==> src/rtl/lla_rs_pkg.sv <==
package lla_rs_pkg;

   typedef enum logic [1:0] {
      RS_IDLE = 2'd0,
      RS_WAIT = 2'd1,
      RS_SEND = 2'd2
   } rs_state_e;

   typedef enum logic {
      SRC_INST = 1'b0,
      SRC_DATA = 1'b1
   } rs_src_e;

endpackage

==> src/rtl/lla_rs_arb.sv <==
module lla_rs_arb #(
   parameter int SET_W   = 10,
   parameter int WAY_W   = 4,
   parameter int CHUNK_W = 2
) (
   input  logic               free,
   input  logic               i_vld,
   input  logic [SET_W-1:0]   i_set,
   input  logic [WAY_W-1:0]   i_way,
   input  logic [CHUNK_W-1:0] i_chunk,
   input  logic               d_vld,
   input  logic [SET_W-1:0]   d_set,
   input  logic [WAY_W-1:0]   d_way,
   input  logic [CHUNK_W-1:0] d_chunk,
   output logic               i_gnt,
   output logic               d_gnt,
   output logic               stb,
   output logic [SET_W-1:0]   sel_set,
   output logic [WAY_W-1:0]   sel_way,
   output logic [CHUNK_W-1:0] sel_chunk,
   output lla_rs_pkg::rs_src_e sel_src
);
   import lla_rs_pkg::*;

   always_comb begin
      i_gnt = free & i_vld;
      d_gnt = free & d_vld & ~i_vld;
      stb   = i_gnt | d_gnt;
      if (i_vld) begin
         sel_set   = i_set;
         sel_way   = i_way;
         sel_chunk = i_chunk;
         sel_src   = SRC_INST;
      end else begin
         sel_set   = d_set;
         sel_way   = d_way;
         sel_chunk = d_chunk;
         sel_src   = SRC_DATA;
      end
   end

endmodule

==> src/rtl/lla_rs_ctrl.sv <==
module lla_rs_ctrl #(
   parameter int CAP_LAT = 4,
   parameter int BEATS   = 4,
   localparam int CHUNK_W = $clog2(BEATS),
   localparam int CNT_W   = $clog2(CAP_LAT) + 1
) (
   input  logic                clk,
   input  logic                rst_n,
   input  logic                stb,
   input  lla_rs_pkg::rs_src_e src_in,
   input  logic [CHUNK_W-1:0]  chunk_in,
   output logic                free,
   output logic                cap_en,
   output logic                beat_vld,
   output logic                beat_first,
   output logic                beat_last,
   output logic [CHUNK_W-1:0]  beat_chunk,
   output lla_rs_pkg::rs_src_e beat_src
);
   import lla_rs_pkg::*;

   rs_state_e          state_q;
   logic [CNT_W-1:0]   wait_q;
   logic [CHUNK_W-1:0] idx_q;
   logic [CHUNK_W-1:0] chunk_q;
   rs_src_e            src_q;

   always_ff @(posedge clk) begin
      if (!rst_n) begin
         state_q <= RS_IDLE;
         wait_q  <= '0;
         idx_q   <= '0;
         chunk_q <= '0;
         src_q   <= SRC_INST;
      end else begin
         case (state_q)
            RS_IDLE: begin
               if (stb) begin
                  state_q <= RS_WAIT;
                  wait_q  <= CNT_W'(CAP_LAT - 1);
                  chunk_q <= chunk_in;
                  src_q   <= src_in;
               end
            end
            RS_WAIT: begin
               if (wait_q == '0) begin
                  state_q <= RS_SEND;
                  idx_q   <= '0;
               end else begin
                  wait_q <= wait_q - 1'b1;
               end
            end
            RS_SEND: begin
               idx_q   <= idx_q + 1'b1;
               chunk_q <= chunk_q + 1'b1;
               if (idx_q == CHUNK_W'(BEATS - 1)) state_q <= RS_IDLE;
            end
            default: state_q <= RS_IDLE;
         endcase
      end
   end

   always_comb begin
      free       = (state_q == RS_IDLE);
      cap_en     = (state_q == RS_WAIT) && (wait_q == '0);
      beat_vld   = (state_q == RS_SEND);
      beat_first = beat_vld && (idx_q == '0);
      beat_last  = beat_vld && (idx_q == CHUNK_W'(BEATS - 1));
      beat_chunk = chunk_q;
      beat_src   = src_q;
   end


   capture_then_beat_chk: assert property (@(posedge clk) disable iff (!rst_n)
      cap_en |=> beat_vld && beat_first);


   burst_opens_first_chk: assert property (@(posedge clk) disable iff (!rst_n)
      $rose(beat_vld) |-> beat_first);


   burst_closes_chk: assert property (@(posedge clk) disable iff (!rst_n)
      beat_last |=> !beat_vld);


   chunk_wraps_chk: assert property (@(posedge clk) disable iff (!rst_n)
      beat_vld && !beat_last |=> beat_chunk == CHUNK_W'($past(beat_chunk) + 1'b1));

endmodule

==> src/rtl/lla_rs_burst.sv <==
module lla_rs_burst #(
   parameter int LINE_BITS = 1024,
   parameter int BEATS     = 4,
   localparam int BEAT_BITS = LINE_BITS / BEATS,
   localparam int CHUNK_W   = $clog2(BEATS)
) (
   input  logic                 clk,
   input  logic                 rst_n,
   input  logic                 cap_en,
   input  logic [LINE_BITS-1:0] line_in,
   input  logic [CHUNK_W-1:0]   chunk_sel,
   output logic [BEAT_BITS-1:0] beat_data
);

   logic [LINE_BITS-1:0] line_q;
   logic [BEAT_BITS-1:0] slice [BEATS];

   always_ff @(posedge clk) begin
      if (!rst_n)      line_q <= '0;
      else if (cap_en) line_q <= line_in;
   end

   for (genvar b = 0; b < BEATS; b++) begin : g_slice
      assign slice[b] = line_q[b*BEAT_BITS +: BEAT_BITS];
   end

   assign beat_data = slice[chunk_sel];

endmodule

==> src/rtl/lla_read_seq.sv <==
module lla_read_seq #(
   parameter int SET_W      = 10,
   parameter int WAY_W      = 4,
   parameter int LINE_BYTES = 128,
   parameter int BEATS      = 4,
   parameter int CAP_LAT    = 4,
   localparam int LINE_BITS = LINE_BYTES * 8,
   localparam int BEAT_BITS = LINE_BITS / BEATS,
   localparam int CHUNK_W   = $clog2(BEATS)
) (
   input  logic                 clk,
   input  logic                 rst_n,
   input  logic                 i_req_vld,
   input  logic [SET_W-1:0]     i_req_set,
   input  logic [WAY_W-1:0]     i_req_way,
   input  logic [CHUNK_W-1:0]   i_req_chunk,
   output logic                 i_req_gnt,
   input  logic                 d_req_vld,
   input  logic [SET_W-1:0]     d_req_set,
   input  logic [WAY_W-1:0]     d_req_way,
   input  logic [CHUNK_W-1:0]   d_req_chunk,
   output logic                 d_req_gnt,
   output logic                 arr_rd_stb,
   output logic [SET_W-1:0]     arr_set,
   output logic [WAY_W-1:0]     arr_way,
   input  logic [LINE_BITS-1:0] arr_line,
   output logic                 rsp_vld,
   output logic [BEAT_BITS-1:0] rsp_data,
   output logic                 rsp_first,
   output logic                 rsp_last,
   output logic                 rsp_dside
);
   import lla_rs_pkg::*;

   if (BEATS < 2 || (BEATS & (BEATS - 1)) != 0) begin : g_bad_beats
      $error("BEATS must be a power of two of at least 2");
   end
   if (LINE_BITS % BEATS != 0) begin : g_bad_line
      $error("line width must split evenly into beats");
   end
   if (CAP_LAT < 1) begin : g_bad_lat
      $error("CAP_LAT must be at least 1");
   end

   logic               free;
   logic               cap_en;
   logic               beat_vld;
   logic               beat_first;
   logic               beat_last;
   logic [CHUNK_W-1:0] beat_chunk;
   logic [CHUNK_W-1:0] sel_chunk;
   rs_src_e            sel_src;
   rs_src_e            beat_src;

   lla_rs_arb #(.SET_W(SET_W), .WAY_W(WAY_W), .CHUNK_W(CHUNK_W)) u_arb (
      .free      (free),
      .i_vld     (i_req_vld),
      .i_set     (i_req_set),
      .i_way     (i_req_way),
      .i_chunk   (i_req_chunk),
      .d_vld     (d_req_vld),
      .d_set     (d_req_set),
      .d_way     (d_req_way),
      .d_chunk   (d_req_chunk),
      .i_gnt     (i_req_gnt),
      .d_gnt     (d_req_gnt),
      .stb       (arr_rd_stb),
      .sel_set   (arr_set),
      .sel_way   (arr_way),
      .sel_chunk (sel_chunk),
      .sel_src   (sel_src)
   );

   lla_rs_ctrl #(.CAP_LAT(CAP_LAT), .BEATS(BEATS)) u_ctrl (
      .clk        (clk),
      .rst_n      (rst_n),
      .stb        (arr_rd_stb),
      .src_in     (sel_src),
      .chunk_in   (sel_chunk),
      .free       (free),
      .cap_en     (cap_en),
      .beat_vld   (beat_vld),
      .beat_first (beat_first),
      .beat_last  (beat_last),
      .beat_chunk (beat_chunk),
      .beat_src   (beat_src)
   );

   lla_rs_burst #(.LINE_BITS(LINE_BITS), .BEATS(BEATS)) u_burst (
      .clk       (clk),
      .rst_n     (rst_n),
      .cap_en    (cap_en),
      .line_in   (arr_line),
      .chunk_sel (beat_chunk),
      .beat_data (rsp_data)
   );

   assign rsp_vld   = beat_vld;
   assign rsp_first = beat_first;
   assign rsp_last  = beat_last;
   assign rsp_dside = (beat_src == SRC_DATA);


   iside_wins_chk: assert property (@(posedge clk) disable iff (!rst_n)
      arr_rd_stb && i_req_vld |-> i_req_gnt && !d_req_gnt);


   single_grant_chk: assert property (@(posedge clk) disable iff (!rst_n)
      $onehot0({i_req_gnt, d_req_gnt}));


   no_stb_in_burst_chk: assert property (@(posedge clk) disable iff (!rst_n)
      rsp_vld |-> !arr_rd_stb);


   stb_gap_chk: assert property (@(posedge clk) disable iff (!rst_n)
      arr_rd_stb |=> !arr_rd_stb && !rsp_vld);


   owner_stable_chk: assert property (@(posedge clk) disable iff (!rst_n)
      rsp_vld && !rsp_last |=> rsp_vld && $stable(rsp_dside));

endmodule

==> config.mk <==
export PLATFORM = sky130hd
export DESIGN_NAME = lla_read_seq
export DESIGN_NICKNAME = d
export VERILOG_FILES = /design/src/rtl/lla_rs_pkg.sv /design/src/rtl/lla_rs_arb.sv /design/src/rtl/lla_rs_ctrl.sv /design/src/rtl/lla_rs_burst.sv /design/src/rtl/lla_read_seq.sv
export SDC_FILE = /design/constraint.sdc
export NUM_CORES = 2
export LEC_CHECK = 0
export BUFFER_PORTS_ARGS = -buffer_cell sky130_fd_sc_hd__clkbuf_2
export CAP_MARGIN = 20
export CORE_AREA = 2 2 521 523
export CTS_CLUSTER_SIZE = 28
export DETAILED_ROUTE_END_ITERATION = 10
export DIE_AREA = 0 0 523 525
export PLACE_DENSITY = 0.38
export SYNTH_ARGS = -nofsm -noshare
export SYNTH_HDL_FRONTEND = slang
export SYNTH_SLANG_ARGS = --single-unit
==> constraint.sdc <==
create_clock -name clk -period 1.7 [get_ports clk]
set_clock_uncertainty 0.05 [all_clocks]
set_input_delay 0.425 -clock clk [delete_from_list [all_inputs] [get_ports clk]]
set_output_delay 0.425 -clock clk [all_outputs]
set_load 0.005 [all_outputs]
==> impl_metrics.ini <==
[clock_network]
clkSinkCount = 1034
cts.path.max_buffers = 3
worstSkewPairLatency_ns = 0.78
cts_inserted_buffers = 136
root_buffer = clkbuf_16
clk_pin_slew_worst_paths_ns = 0.06
cts_tree = built
h-tree-depth = 4

[grt]
grt_pass1_vias = 46000
overflow = 0
gr-usage-all-layers_pct = 18.1
grt_max_degree = 88
antenna_found_initial = 99
grt_pass1_wl_um = 355000

[worst_setup_path]
cp_max_fo = 15
worstPathArrival_ns = 2.52
critPathSlowestCell = mux4_2
end_kind = primary output
slowest_delay_ns = 0.52
critPathLaunchType = flip-flop
reg2regPathDepth = 8
rrSetupSlack_ns = -0.29
cp_common_cell = buf_16
r2r-end = u_burst.line_q[604]$_SDFFE_PN0P_
cp.required_ns = 1.22
critical_path.top_delay_family = buffers and inverters
path_cells = buf_16 > buf_12 > buf_16 > mux4_2 > clkbuf_2
path_class = flip-flop to primary output
cp.buffers_inverters = 4
reg2reg_from = u_ctrl.wait_q[0]$_SDFFE_PN0P_

[sta]
finalCriticalPeriod_ns = 2.99
fin_hold_ws_ns = 0.0373
relSlewSlack_pct = 69.4
fin_tns_setup_ns = -417.18
hold_viol_final = 0
postLayoutSetupSlackWorst_ns = -1.29
fmax_ghz = 0.334
finalCritPeriodShare_pct = 176
setup_viol = 1263
worst_pin_slew_ns = 0.457
rsz0062_at_grt = true
slew_violations = 0

[detailed_routing]
vias_per_cell = 4.13
drt_iter0_markers = 3174
ant_nets = 0
wirelength_um = 259000
firstDrtPassIters = 5
vias = 45300
post_drt_wl_per_cell_um = 23.6
drc_errors = 0

[power_and_ir_drop]
total_leakage_power_nw = 27.1
vdd_drop_max_mv = 0.880
p_per_area_mw_per_mm2 = 1090

[placement]
io_buffers = 1336
place_area_sq_mm = 0.0543
gp_congestion = 0.951
dp_worst_setup_slack_ns = -0.510
place_hpwl_um = 210000

[run_status]
violations = negative setup slack
status = complete, but fails checks

[synthesis]
synth.distinct_cells = 33
ys_ff_latch = 1034
syn_nets = 5899
synth_seq_area_share_pct = 49.5
avgSynthCellArea_sq_um = 8.64
synth_flop_cell = dfxtp_1
syn-cell-area_sq_mm = 0.0418
syn-instance-count = 4835
synth-edff-count = 0
ys.warnings.count = 0
ys_async_sr_fraction_pct = 0

[die]
io_pins = 1337
num_rows = 191
start_util_pct = 15.5
die_h_um = 525
core_region_area_sq_mm = 0.269
die_x_um = 523
dieArea_sq_mm = 0.275

[cells_and_area]
drive_gt1_share_pct = 29.1
fin_area_sq_mm = 0.0699
final_nets = 8310
syn2layout_area_growth_pct = 67.2

[job]
maxCapViolations = 0

[min_path]
hp-class = input port to flip-flop
hold_start = arr_line[2]
whs_path_depth = 3
worstHoldEndpoint = u_burst.line_q[2]$_SDFFE_PN0P_
synthesized netlist by cell type (2+ instances only):
| cell type | count | area [sq um] |
|---|---|---|
| buf_2 | 209 | 1050 |
| or3_1 | 2 | 12.5 |
| ha_1 | 4 | 50.1 |
| dfxtp_1 | 1034 | 20700 |
| mux4_2 | 256 | 5770 |
| nand2b_1 | 2 | 12.5 |
| nor3b_1 | 3 | 22.5 |
| buf_1 | 19 | 71.3 |
| buf_4 | 34 | 255 |
| buf_6 | 10 | 113 |
| a21oi_1 | 1028 | 5140 |
| mux2_2 | 14 | 158 |
| nand3b_1 | 2 | 15.0 |
| o211ai_1 | 3 | 22.5 |
| nand2_1 | 2051 | 7700 |
| clkbuf_1 | 132 | 495 |
| and2_1 | 4 | 25.0 |
| nand3_1 | 2 | 10.0 |
| mux2i_1 | 2 | 20.0 |
| o21a_1 | 3 | 22.5 |
| inv_1 | 6 | 22.5 |
| a31oi_1 | 2 | 12.5 |
| nor2b_1 | 2 | 12.5 |
| nor2_1 | 2 | 7.51 |
power breakdown:
group	internal [W]	total (W)	switching [W]
combinational	0.00819	0.0175	0.00928
clock	0.0181	0.0304	0.0123
sequential	0.0265	0.0285	0.00204
total	0.0528	0.0764	0.0236
per-layer routing:
| metal | global-route usage, % | vias to the layer above | routed length [um] |
|---|---|---|---|
| met5 | 0 | - | 151 |
| met4 | 6.27 | 24 | 9540 |
| met3 | 4.26 | 391 | 17900 |
| met2 | 29.2 | 1829 | 117000 |
| met1 | 23.5 | 22000 | 114000 |
| li1 | - | 21100 | - |
kinds of logic after synthesis:
group | Yosys count | share of synthesized area, %
AOI/OAI and AO/OA | 1040 | 12.5
buffers and inverters | 411 | 4.80
muxes | 272 | 14.2
and+or+nand+nor | 2074 | 18.8
adders and majority gates | 4 | 0.120
DFF | 1034 | 49.5
cell usage in the layout (no fill, tap or decap), types with 6 or more instances in the layout:
cell / count
a21oi_1: 1028
buf_12: 87
buf_16: 7
buf_2: 19
buf_4: 204
buf_6: 16
buf_8: 6
bufinv_16: 12
clkbuf_1: 35
clkbuf_16: 141
clkbuf_2: 1309
clkbuf_8: 26
clkinv_2: 14
dfxtp_1: 1032
diode_2: 61
dlygate4sd3_1: 1023
inv_1: 6
mux2_2: 14
mux4_2: 256
nand2_1: 2051
worst register-to-register path, cell delays in order (launching register included):
cell	delay, ns
dfxtp_1	0.31
inv_1	0.07
ha_1	0.17
and4bb_4	0.29
buf_12	0.19
buf_12	0.27
buf_4	0.24
nand2_1	0.14
a21oi_1	0.16
registers in the layout (all words and copies together), names as in the netlist:
signal / flops
u_ctrl.state_q: 2
u_ctrl.beat_chunk: 2
u_ctrl.idx_q: 2
u_ctrl.wait_q: 3
u_ctrl.beat_src: 1
u_burst.line_q: 1024
final cells by class:
class | count | area [sq um]
fillers | 29400 | 199000
repair buffers | 2677 | 20700
flip-flops and latches | 1034 | 20700
multi-input cells | 3390 | 19100
well taps | 3570 | 4470
clock buffers | 199 | 3940
clock inverters | 46 | 761
diodes | 61 | 153
inverters | 7 | 33.8
worst max path at each step:
stage	start	endpoint	slack [ns]	cells after the start
floorplan	u_ctrl.beat_chunk[0]$_SDFFE_PN0P_	rsp_data[0]	-0.03	3
global placement	u_ctrl.beat_chunk[0]$_SDFFE_PN0P_	rsp_data[108]	-0.49	5
detailed placement	u_ctrl.beat_chunk[0]$_SDFFE_PN0P_	rsp_data[113]	-0.51	5
CTS	u_ctrl.beat_chunk[0]$_SDFFE_PN0P_	rsp_data[7]	-1.37	4
global route	u_ctrl.beat_chunk[0]$_SDFFE_PN0P_	rsp_data[213]	-1.38	5
finish	u_ctrl.beat_chunk[0]$_SDFFE_PN0P_	rsp_data[110]	-1.29	5
stage by stage:
stage          utilization (%)  power (W)  std cells
6_report                  25.9     0.0764      11000
3_3_place_gp              20.2     0.0441       9638
5_1_grt                   25.9     0.0798      11000
3_5_place_dp              20.2     0.0441       9638
4_1_cts                   25.8     0.0774      10900
2_1_floorplan                -     0.0360       4835
timing repair:
item,4_1_cts,5_1_grt
cloned,1,3
gates resized for setup,25,46
hold buffers,1023,0
buffers inserted,7,6
hold endpoints to repair,1024,0
endpoints found under the setup margin,1275,1299
pin swaps,0,0
No activity file was read; power rests on OpenSTA's default activity.
